$ cat src/rtl/rowprog_pkg.sv
package rowprog_pkg;

    typedef enum logic [2:0] {
        ST_IDLE,
        ST_PREAMBLE,
        ST_ADDRESS,
        ST_GATHER,
        ST_LOAD,
        ST_LATCH,
        ST_COMMIT,
        ST_DONE
    } seq_state_t;

    typedef enum logic [1:0] {
        SH_IDLE,
        SH_LOW,
        SH_HIGH
    } shift_state_t;

    localparam int          CMD_W      = 4;
    localparam int          PAYLOAD_W  = 24;
    localparam int          XFER_W     = CMD_W + PAYLOAD_W;
    localparam logic [3:0]  CMD_EXEC   = 4'b0000;
    localparam logic [23:0] PAD_WORD   = 24'hFFFFFF;

    localparam int PREAMBLE_LEN = 5;
    localparam int ADDRESS_LEN  = 3;
    localparam int LOAD_LEN     = 6;
    localparam int LATCH_LEN    = 9;
    localparam int COMMIT_LEN   = 5;

    function automatic logic [23:0] preamble_payload(input logic [3:0] i);
        case (i)
            4'd1:    return 24'h040200;
            4'd3:    return 24'h24001A;
            4'd4:    return 24'h883B0A;
            default: return 24'h000000;
        endcase
    endfunction

    function automatic logic [23:0] latch_payload(input logic [3:0] i);
        case (i)
            4'd0:       return 24'hEB0300;
            4'd1, 4'd5: return 24'hBB0BB6;
            4'd2, 4'd6: return 24'hBBDBB6;
            4'd3, 4'd7: return 24'hBBEBB6;
            default:    return 24'hBB1BB6;
        endcase
    endfunction

    function automatic logic [23:0] commit_payload(input logic [3:0] i);
        case (i)
            4'd0:    return 24'hA8E761;
            4'd3:    return 24'h040200;
            default: return 24'h000000;
        endcase
    endfunction

endpackage

$ cat src/rtl/rowprog_shifter.sv
module rowprog_shifter
    import rowprog_pkg::*;
#(
    parameter int HALF_W = 8
) (
    input  logic              clk,
    input  logic              rst_n,
    input  logic              go,
    input  logic [23:0]       payload,
    input  logic [HALF_W-1:0] half,
    output logic              busy,
    output logic              sclk,
    output logic              sdat,
    output logic              xfer_done
);

    localparam int BIT_W = $clog2(XFER_W);

    shift_state_t       st;
    logic [XFER_W-1:0]  sr;
    logic [BIT_W-1:0]   bitn;
    logic [HALF_W-1:0]  cnt;
    logic [HALF_W-1:0]  lim;

    // a programmed half period of zero behaves as one
    assign lim  = (half == '0) ? '0 : half - 1'b1;
    assign busy = (st != SH_IDLE);

    always_ff @(posedge clk) begin
        if (!rst_n) begin
            st        <= SH_IDLE;
            sr        <= '0;
            bitn      <= '0;
            cnt       <= '0;
            sclk      <= 1'b0;
            sdat      <= 1'b0;
            xfer_done <= 1'b0;
        end else begin
            xfer_done <= 1'b0;
            unique case (st)
                SH_IDLE: begin
                    if (go) begin
                        sr   <= {payload, CMD_EXEC};
                        sdat <= CMD_EXEC[0];
                        bitn <= '0;
                        cnt  <= '0;
                        st   <= SH_LOW;
                    end
                end
                SH_LOW: begin
                    if (cnt == lim) begin
                        cnt  <= '0;
                        sclk <= 1'b1;
                        st   <= SH_HIGH;
                    end else begin
                        cnt <= cnt + 1'b1;
                    end
                end
                SH_HIGH: begin
                    if (cnt == lim) begin
                        cnt  <= '0;
                        sclk <= 1'b0;
                        if (bitn == BIT_W'(XFER_W - 1)) begin
                            sdat      <= 1'b0;
                            xfer_done <= 1'b1;
                            st        <= SH_IDLE;
                        end else begin
                            // new bit goes out together with the falling edge
                            sr   <= sr >> 1;
                            sdat <= sr[1];
                            bitn <= bitn + 1'b1;
                            st   <= SH_LOW;
                        end
                    end else begin
                        cnt <= cnt + 1'b1;
                    end
                end
                default: st <= SH_IDLE;
            endcase
        end
    end

endmodule

$ cat src/rtl/rowprog_packer.sv
module rowprog_packer
    import rowprog_pkg::*;
#(
    parameter int WORDS = 4
) (
    input  logic        clk,
    input  logic        rst_n,
    input  logic        wr_en,
    input  logic [1:0]  wr_slot,
    input  logic [23:0] wr_word,
    input  logic [2:0]  sel,
    output logic [15:0] imm
);

    localparam int PAIRS = WORDS / 2;

    logic [23:0] word_q [WORDS];
    logic [15:0] packed_imm [8];

    always_ff @(posedge clk) begin
        if (!rst_n) begin
            for (int i = 0; i < WORDS; i++) word_q[i] <= '0;
        end else if (wr_en) begin
            word_q[wr_slot] <= wr_word;
        end
    end

    // each pair of words becomes three immediates: low, shared high bytes, low
    for (genvar p = 0; p < PAIRS; p++) begin : g_pair
        assign packed_imm[3*p]     = word_q[2*p][15:0];
        assign packed_imm[3*p + 1] = {word_q[2*p + 1][23:16], word_q[2*p][23:16]};
        assign packed_imm[3*p + 2] = word_q[2*p + 1][15:0];
    end
    for (genvar u = 3 * PAIRS; u < 8; u++) begin : g_unused
        assign packed_imm[u] = '0;
    end

    assign imm = packed_imm[sel];

endmodule

$ cat src/rtl/rowprog_seq.sv
module rowprog_seq
    import rowprog_pkg::*;
#(
    parameter int ROW_WORDS = 64,
    parameter int HALF_W    = 8
) (
    input  logic              clk,
    input  logic              rst_n,
    input  logic              start,
    input  logic [23:0]       start_addr,
    input  logic [HALF_W-1:0] half_period,
    input  logic [23:0]       word_data,
    input  logic              word_valid,
    input  logic              word_last,
    output logic              word_ready,
    output logic              pgm_clk,
    output logic              pgm_dat,
    output logic              busy,
    output logic              done
);

    localparam int          GROUP_WORDS = 4;
    localparam int          GROUPS      = ROW_WORDS / GROUP_WORDS;
    localparam int          GW          = (GROUPS > 1) ? $clog2(GROUPS) : 1;
    localparam logic [23:0] ROW_STEP    = 24'(2 * ROW_WORDS);

    seq_state_t    state, state_n;
    logic [3:0]    idx;
    logic          launched;
    logic [23:0]   addr;
    logic [GW-1:0] grp;
    logic [1:0]    wcnt;
    logic          pad;
    logic          final_row;

    logic          emit, phase_last, grp_last, word_take;
    logic          xfer_go, sh_busy, xfer_done;
    logic [23:0]   payload;
    logic [15:0]   imm;
    logic [3:0]    phase_len;

    rowprog_shifter #(.HALF_W(HALF_W)) u_shift (
        .clk       (clk),
        .rst_n     (rst_n),
        .go        (xfer_go),
        .payload   (payload),
        .half      (half_period),
        .busy      (sh_busy),
        .sclk      (pgm_clk),
        .sdat      (pgm_dat),
        .xfer_done (xfer_done)
    );

    rowprog_packer #(.WORDS(GROUP_WORDS)) u_pack (
        .clk     (clk),
        .rst_n   (rst_n),
        .wr_en   (word_take),
        .wr_slot (wcnt),
        .wr_word (pad ? PAD_WORD : word_data),
        .sel     (idx[2:0]),
        .imm     (imm)
    );

    // ---------------- state register and datapath registers ----------------
    always_ff @(posedge clk) begin
        if (!rst_n) begin
            state     <= ST_IDLE;
            idx       <= '0;
            launched  <= 1'b0;
            addr      <= '0;
            grp       <= '0;
            wcnt      <= '0;
            pad       <= 1'b0;
            final_row <= 1'b0;
        end else begin
            state <= state_n;
            if (xfer_go)   launched <= 1'b1;
            if (xfer_done) begin
                launched <= 1'b0;
                idx      <= phase_last ? '0 : idx + 1'b1;
            end
            if (state == ST_IDLE && start) begin
                addr      <= start_addr;
                grp       <= '0;
                wcnt      <= '0;
                pad       <= 1'b0;
                final_row <= 1'b0;
            end
            if (word_take) begin
                wcnt <= wcnt + 1'b1;
                if (!pad && word_last) begin
                    pad       <= 1'b1;
                    final_row <= 1'b1;
                end
            end
            if (state == ST_LATCH && xfer_done && phase_last)
                grp <= grp_last ? '0 : grp + 1'b1;
            if (state == ST_COMMIT && xfer_done && phase_last)
                addr <= addr + ROW_STEP;
        end
    end

    // ---------------- next state and outputs ----------------
    always_comb begin
        emit = (state == ST_PREAMBLE) || (state == ST_ADDRESS) || (state == ST_LOAD) ||
               (state == ST_LATCH)    || (state == ST_COMMIT);

        unique case (state)
            ST_PREAMBLE: phase_len = 4'(PREAMBLE_LEN);
            ST_ADDRESS:  phase_len = 4'(ADDRESS_LEN);
            ST_LOAD:     phase_len = 4'(LOAD_LEN);
            ST_LATCH:    phase_len = 4'(LATCH_LEN);
            ST_COMMIT:   phase_len = 4'(COMMIT_LEN);
            default:     phase_len = 4'd1;
        endcase
        phase_last = (idx == phase_len - 1'b1);
        grp_last   = (grp == GW'(GROUPS - 1));

        word_ready = (state == ST_GATHER) && !pad;
        word_take  = (state == ST_GATHER) && (pad || word_valid);
        xfer_go    = emit && !launched && !sh_busy;
        busy       = (state != ST_IDLE);
        done       = (state == ST_DONE);

        unique case (state)
            ST_PREAMBLE: payload = preamble_payload(idx);
            ST_ADDRESS: begin
                unique case (idx)
                    4'd0:    payload = {12'h200, addr[23:16], 4'h0};
                    4'd1:    payload = 24'h880190;
                    default: payload = {4'h2, addr[15:0], 4'h7};
                endcase
            end
            ST_LOAD:     payload = {4'h2, imm, idx};
            ST_LATCH:    payload = latch_payload(idx);
            ST_COMMIT:   payload = commit_payload(idx);
            default:     payload = '0;
        endcase

        state_n = state;
        unique case (state)
            ST_IDLE:     if (start) state_n = ST_PREAMBLE;
            ST_PREAMBLE: if (xfer_done && phase_last) state_n = ST_ADDRESS;
            ST_ADDRESS:  if (xfer_done && phase_last) state_n = ST_GATHER;
            ST_GATHER:   if (word_take && wcnt == 2'd3) state_n = ST_LOAD;
            ST_LOAD:     if (xfer_done && phase_last) state_n = ST_LATCH;
            ST_LATCH:    if (xfer_done && phase_last) state_n = grp_last ? ST_COMMIT : ST_GATHER;
            ST_COMMIT:   if (xfer_done && phase_last) state_n = final_row ? ST_DONE : ST_ADDRESS;
            ST_DONE:     state_n = ST_IDLE;
            default:     state_n = ST_IDLE;
        endcase
    end

endmodule

$ cat config.mk
export PLATFORM = sky130hd
export DESIGN_NAME = rowprog_seq
export DESIGN_NICKNAME = d
export VERILOG_FILES = /design/src/rtl/rowprog_pkg.sv /design/src/rtl/rowprog_shifter.sv /design/src/rtl/rowprog_packer.sv /design/src/rtl/rowprog_seq.sv
export SDC_FILE = /design/constraint.sdc
export NUM_CORES = 1
export LEC_CHECK = 0
export BUFFER_PORTS_ARGS = -buffer_cell sky130_fd_sc_hd__buf_2
export CAP_MARGIN = 10
export CORE_UTILIZATION = 55
export DETAILED_ROUTE_END_ITERATION = 8
export PLACE_DENSITY = 0.71
export SYNTH_ARGS = -nofsm -noshare
export SYNTH_HDL_FRONTEND = slang
export SYNTH_SLANG_ARGS = --single-unit
$ cat constraint.sdc
create_clock -name clk -period 4.75 [get_ports clk]
set_input_delay 0.7125 -clock clk [delete_from_list [all_inputs] [get_ports clk]]
set_output_delay 0.7125 -clock clk [all_outputs]
set_load 0.05 [all_outputs]
==> results.cfg <==
[setup_path]
crit_path_max_fanout = 26
end_kind = flip-flop
cp-start-kind = flip-flop
startpoint = state[1]
reg2reg_to = u_pack.word_q[0][9]
worstPathArrival_ns = 3.58
path_class = flip-flop to flip-flop
r2r-start = state[1]
cp-endpoint = u_pack.word_q[0][9]
r2r.worst_path.cells = 8
reg2reg_setup_slack_ns = 1.29
worstPathRequired_ns = 4.87

[clock_tree]
cts-root-buf = clkbuf_16
cts_sinks = 181
postCtsSetupBuffers = 0
numCtsBuffers = 17
clkTransAtPathRegs_ns = 0.07
cts_tree = done
cts-htree-levels = 4
ctsHoldBuffers = 0
clock_path_buffers = 2
clk_latency_ns = 0.44
cts_resized = 0

[synthesis]
synth_seq_area_share_pct = 48.76
ys_seq_elements = 181
yosysTopAreaCellShare_pct = 30.66
syn_inst = 1002
netlist_area_um2 = 9402
ys_warn_count = 0
postSynthAreaPerCell_um2 = 9.383
yosys_most_used_dff = edfxtp_1
yosysUniqueCellTypes = 74
yosys.area.top_type = edfxtp_1
synth.most_common_cell = nor2_1
synth_edf_count = 96
synth_fp_nets = 1077
synthTopCellsByArea = edfxtp_1, dfxtp_1, nor2_1
synthArstFlopShare_pct = 0
synth_common_cells = nor2_1, nand2_1, edfxtp_1

[global_routing]
grtUsageMet3_pct = 4.904
overflow = 0
grt_usage_pct = 27.33
use_met1_pct = 35.73
grt_start_max_net_pins = 42
grtUsageMet2_pct = 46.08
globalRoute.busiestLayer = met2
grt_pass1_wl_mm = 37.76
antenna_found_initial = 0
grt_pass1_vias = 7419

[timing]
worstMarginPinSlew_ns = 1.196
setup_tns_ns = 0
rsz0062_at_grt = false
hold_viol = 0
fin_crit_sh_pct = 72.91
finalWorstSetupSlack_ns = 1.287
min_period_ns = 3.463
fin_skew_ns = 0.01578
drv_slew = 0
slew_headroom_pct = 20.05
fmax_mhz = 288.7
setup_violations = 0

[die]
start_util_pct = 56.49
std_cell_rows = 47
core_um2 = 16640
die_y_um = 132.7
die_w_um = 132.7
dieArea_um2 = 17620
ios = 66

[drt]
drtIter0Drc = 711
drc = 0
viasPerCell = 6.076
first_pass_iters = 7
wl_per_cell_um = 18.14
ant_nets = 0
routed-via-count = 7723
routed_wl_mm = 23.05

[cells_and_area]
final_nets = 1113
syn2layout_area_growth_pct = 11.30
seq_area_um2 = 4586
n_antenna_cell = 0
multi_input_area_um2 = 4461
drive_gt1_share_pct = 15.51
nFillCells = 1433

[power_and_ir_drop]
powerDensity_nw_per_um2 = 346.1
vdd_drop_max_mv = 0.3017
p_leak_nw = 3.861

[placement]
gp_congestion = 0.9131
post-place-ws_ns = 1.107
dp_hpwl_mm = 15.42
port_buffers = 65

[hold_path]
hold_class = flip-flop to flip-flop

[flow_run]
max_cap_violations = 0

[status]
status = completed
[cell type report]
cell class | instances | share of cell area (%)
Sequential cell | 181 | 43.82
Multi-Input combinational cell | 730 | 42.63
Timing Repair Buffer | 85 | 4.544
Clock buffer | 17 | 4.066
Tap cell | 220 | 2.631
Clock inverter | 15 | 1.483
Inverter | 23 | 0.8251
[how the worst min path moves through the flow]
stage,startpoint,endpoint,depth (start not counted)
floorplan,addr[4],addr[4],2
global placement,addr[4],addr[4],2
detailed placement,u_shift.sdat,u_shift.sdat,2
CTS,u_shift.sdat,u_shift.sdat,2
global route,u_shift.sdat,u_shift.sdat,2
finish,u_shift.sdat,u_shift.sdat,2
[flip-flops by register name (all words and copies together) (netlist names)]
register	flops
addr	24
state	3
u_shift.sdat	1
grp	4
wcnt	2
u_shift.sclk	1
u_shift.bitn	5
launched	1
u_pack.word_q	96
u_shift.sr	27
idx	4
u_shift.xfer_done	1
u_shift.cnt	8
u_shift.st	2
pad	1
final_row	1
[metal layers]
layer	wire length [µm]	part of all wire, %	vias to the layer above
met5	0	0	-
met4	369	1.6	0
met3	1124	4.9	24
met2	11340	49	232
met1	10220	44	3686
li1	-	-	3781
[critical path, stage by stage (launching register included)]
cell     delay [ns]
dfxtp_1        0.65
nand2_1        0.21
nor3_1         0.58
nand2_1        0.11
buf_4          0.25
or3_1          0.33
buf_4          0.24
nand2_1        0.43
buf_4          0.34
[layout by cell type (no fill, tap or decap), types with 9 or more instances in the layout]
cell type  netlist  layout
nor2b_1         11      11
buf_2            7      65
ha_1            14      14
o211ai_1        10      10
edfxtp_1        96      96
and3_1          14      14
mux2i_1         20      20
nor2_1         148     148
nor3_1          30      30
nand4_1         23      23
and2_1           9       9
clkbuf_16        0      17
or3_1           10      10
buf_4            1      20
nand3_1         44      44
dfxtp_1         85      84
a21oi_1         65      65
a31oi_1         13      13
nand2_1        116     116
o21ai_0         46      46
inv_1           20      20
mux4_2          16      16
[kinds of logic after synthesis]
logic type,synth area share (%)
AOI/OAI and AO/OA,15.98
adders and majority gates,1.863
and+or+nand+nor,22.36
buffers and inverters,3.846
DFF,48.76
xor gates and xnor gates,0.7452
muxes,6.441
[where the power goes]
| group | switching (W) | internal [W] | leakage [nW] | total [W] |
|---|---|---|---|---|
| combinational | 0.000313 | 0.000159 | 1.89 | 0.000472 |
| clock | 0.000683 | 0.000705 | 0.286 | 0.00139 |
| sequential | 0.0000467 | 0.00171 | 1.68 | 0.00176 |
[per-stage QoR]
stage	power, W	cells	hold WS (ns)	area [µm²]	utilization (%)
CTS	0.003639	1271	0.4533	10460	62.88
finish	0.003621	1271	0.4513	10460	62.88
global route	0.003761	1271	0.4777	10460	62.88
global placement	0.002255	1239	0.4474	9883	59.39
detailed placement	0.002263	1239	0.4427	9883	59.39
floorplan	0.002122	1002	0.4362	9402	-
Power figures use the tool's default switching activity.
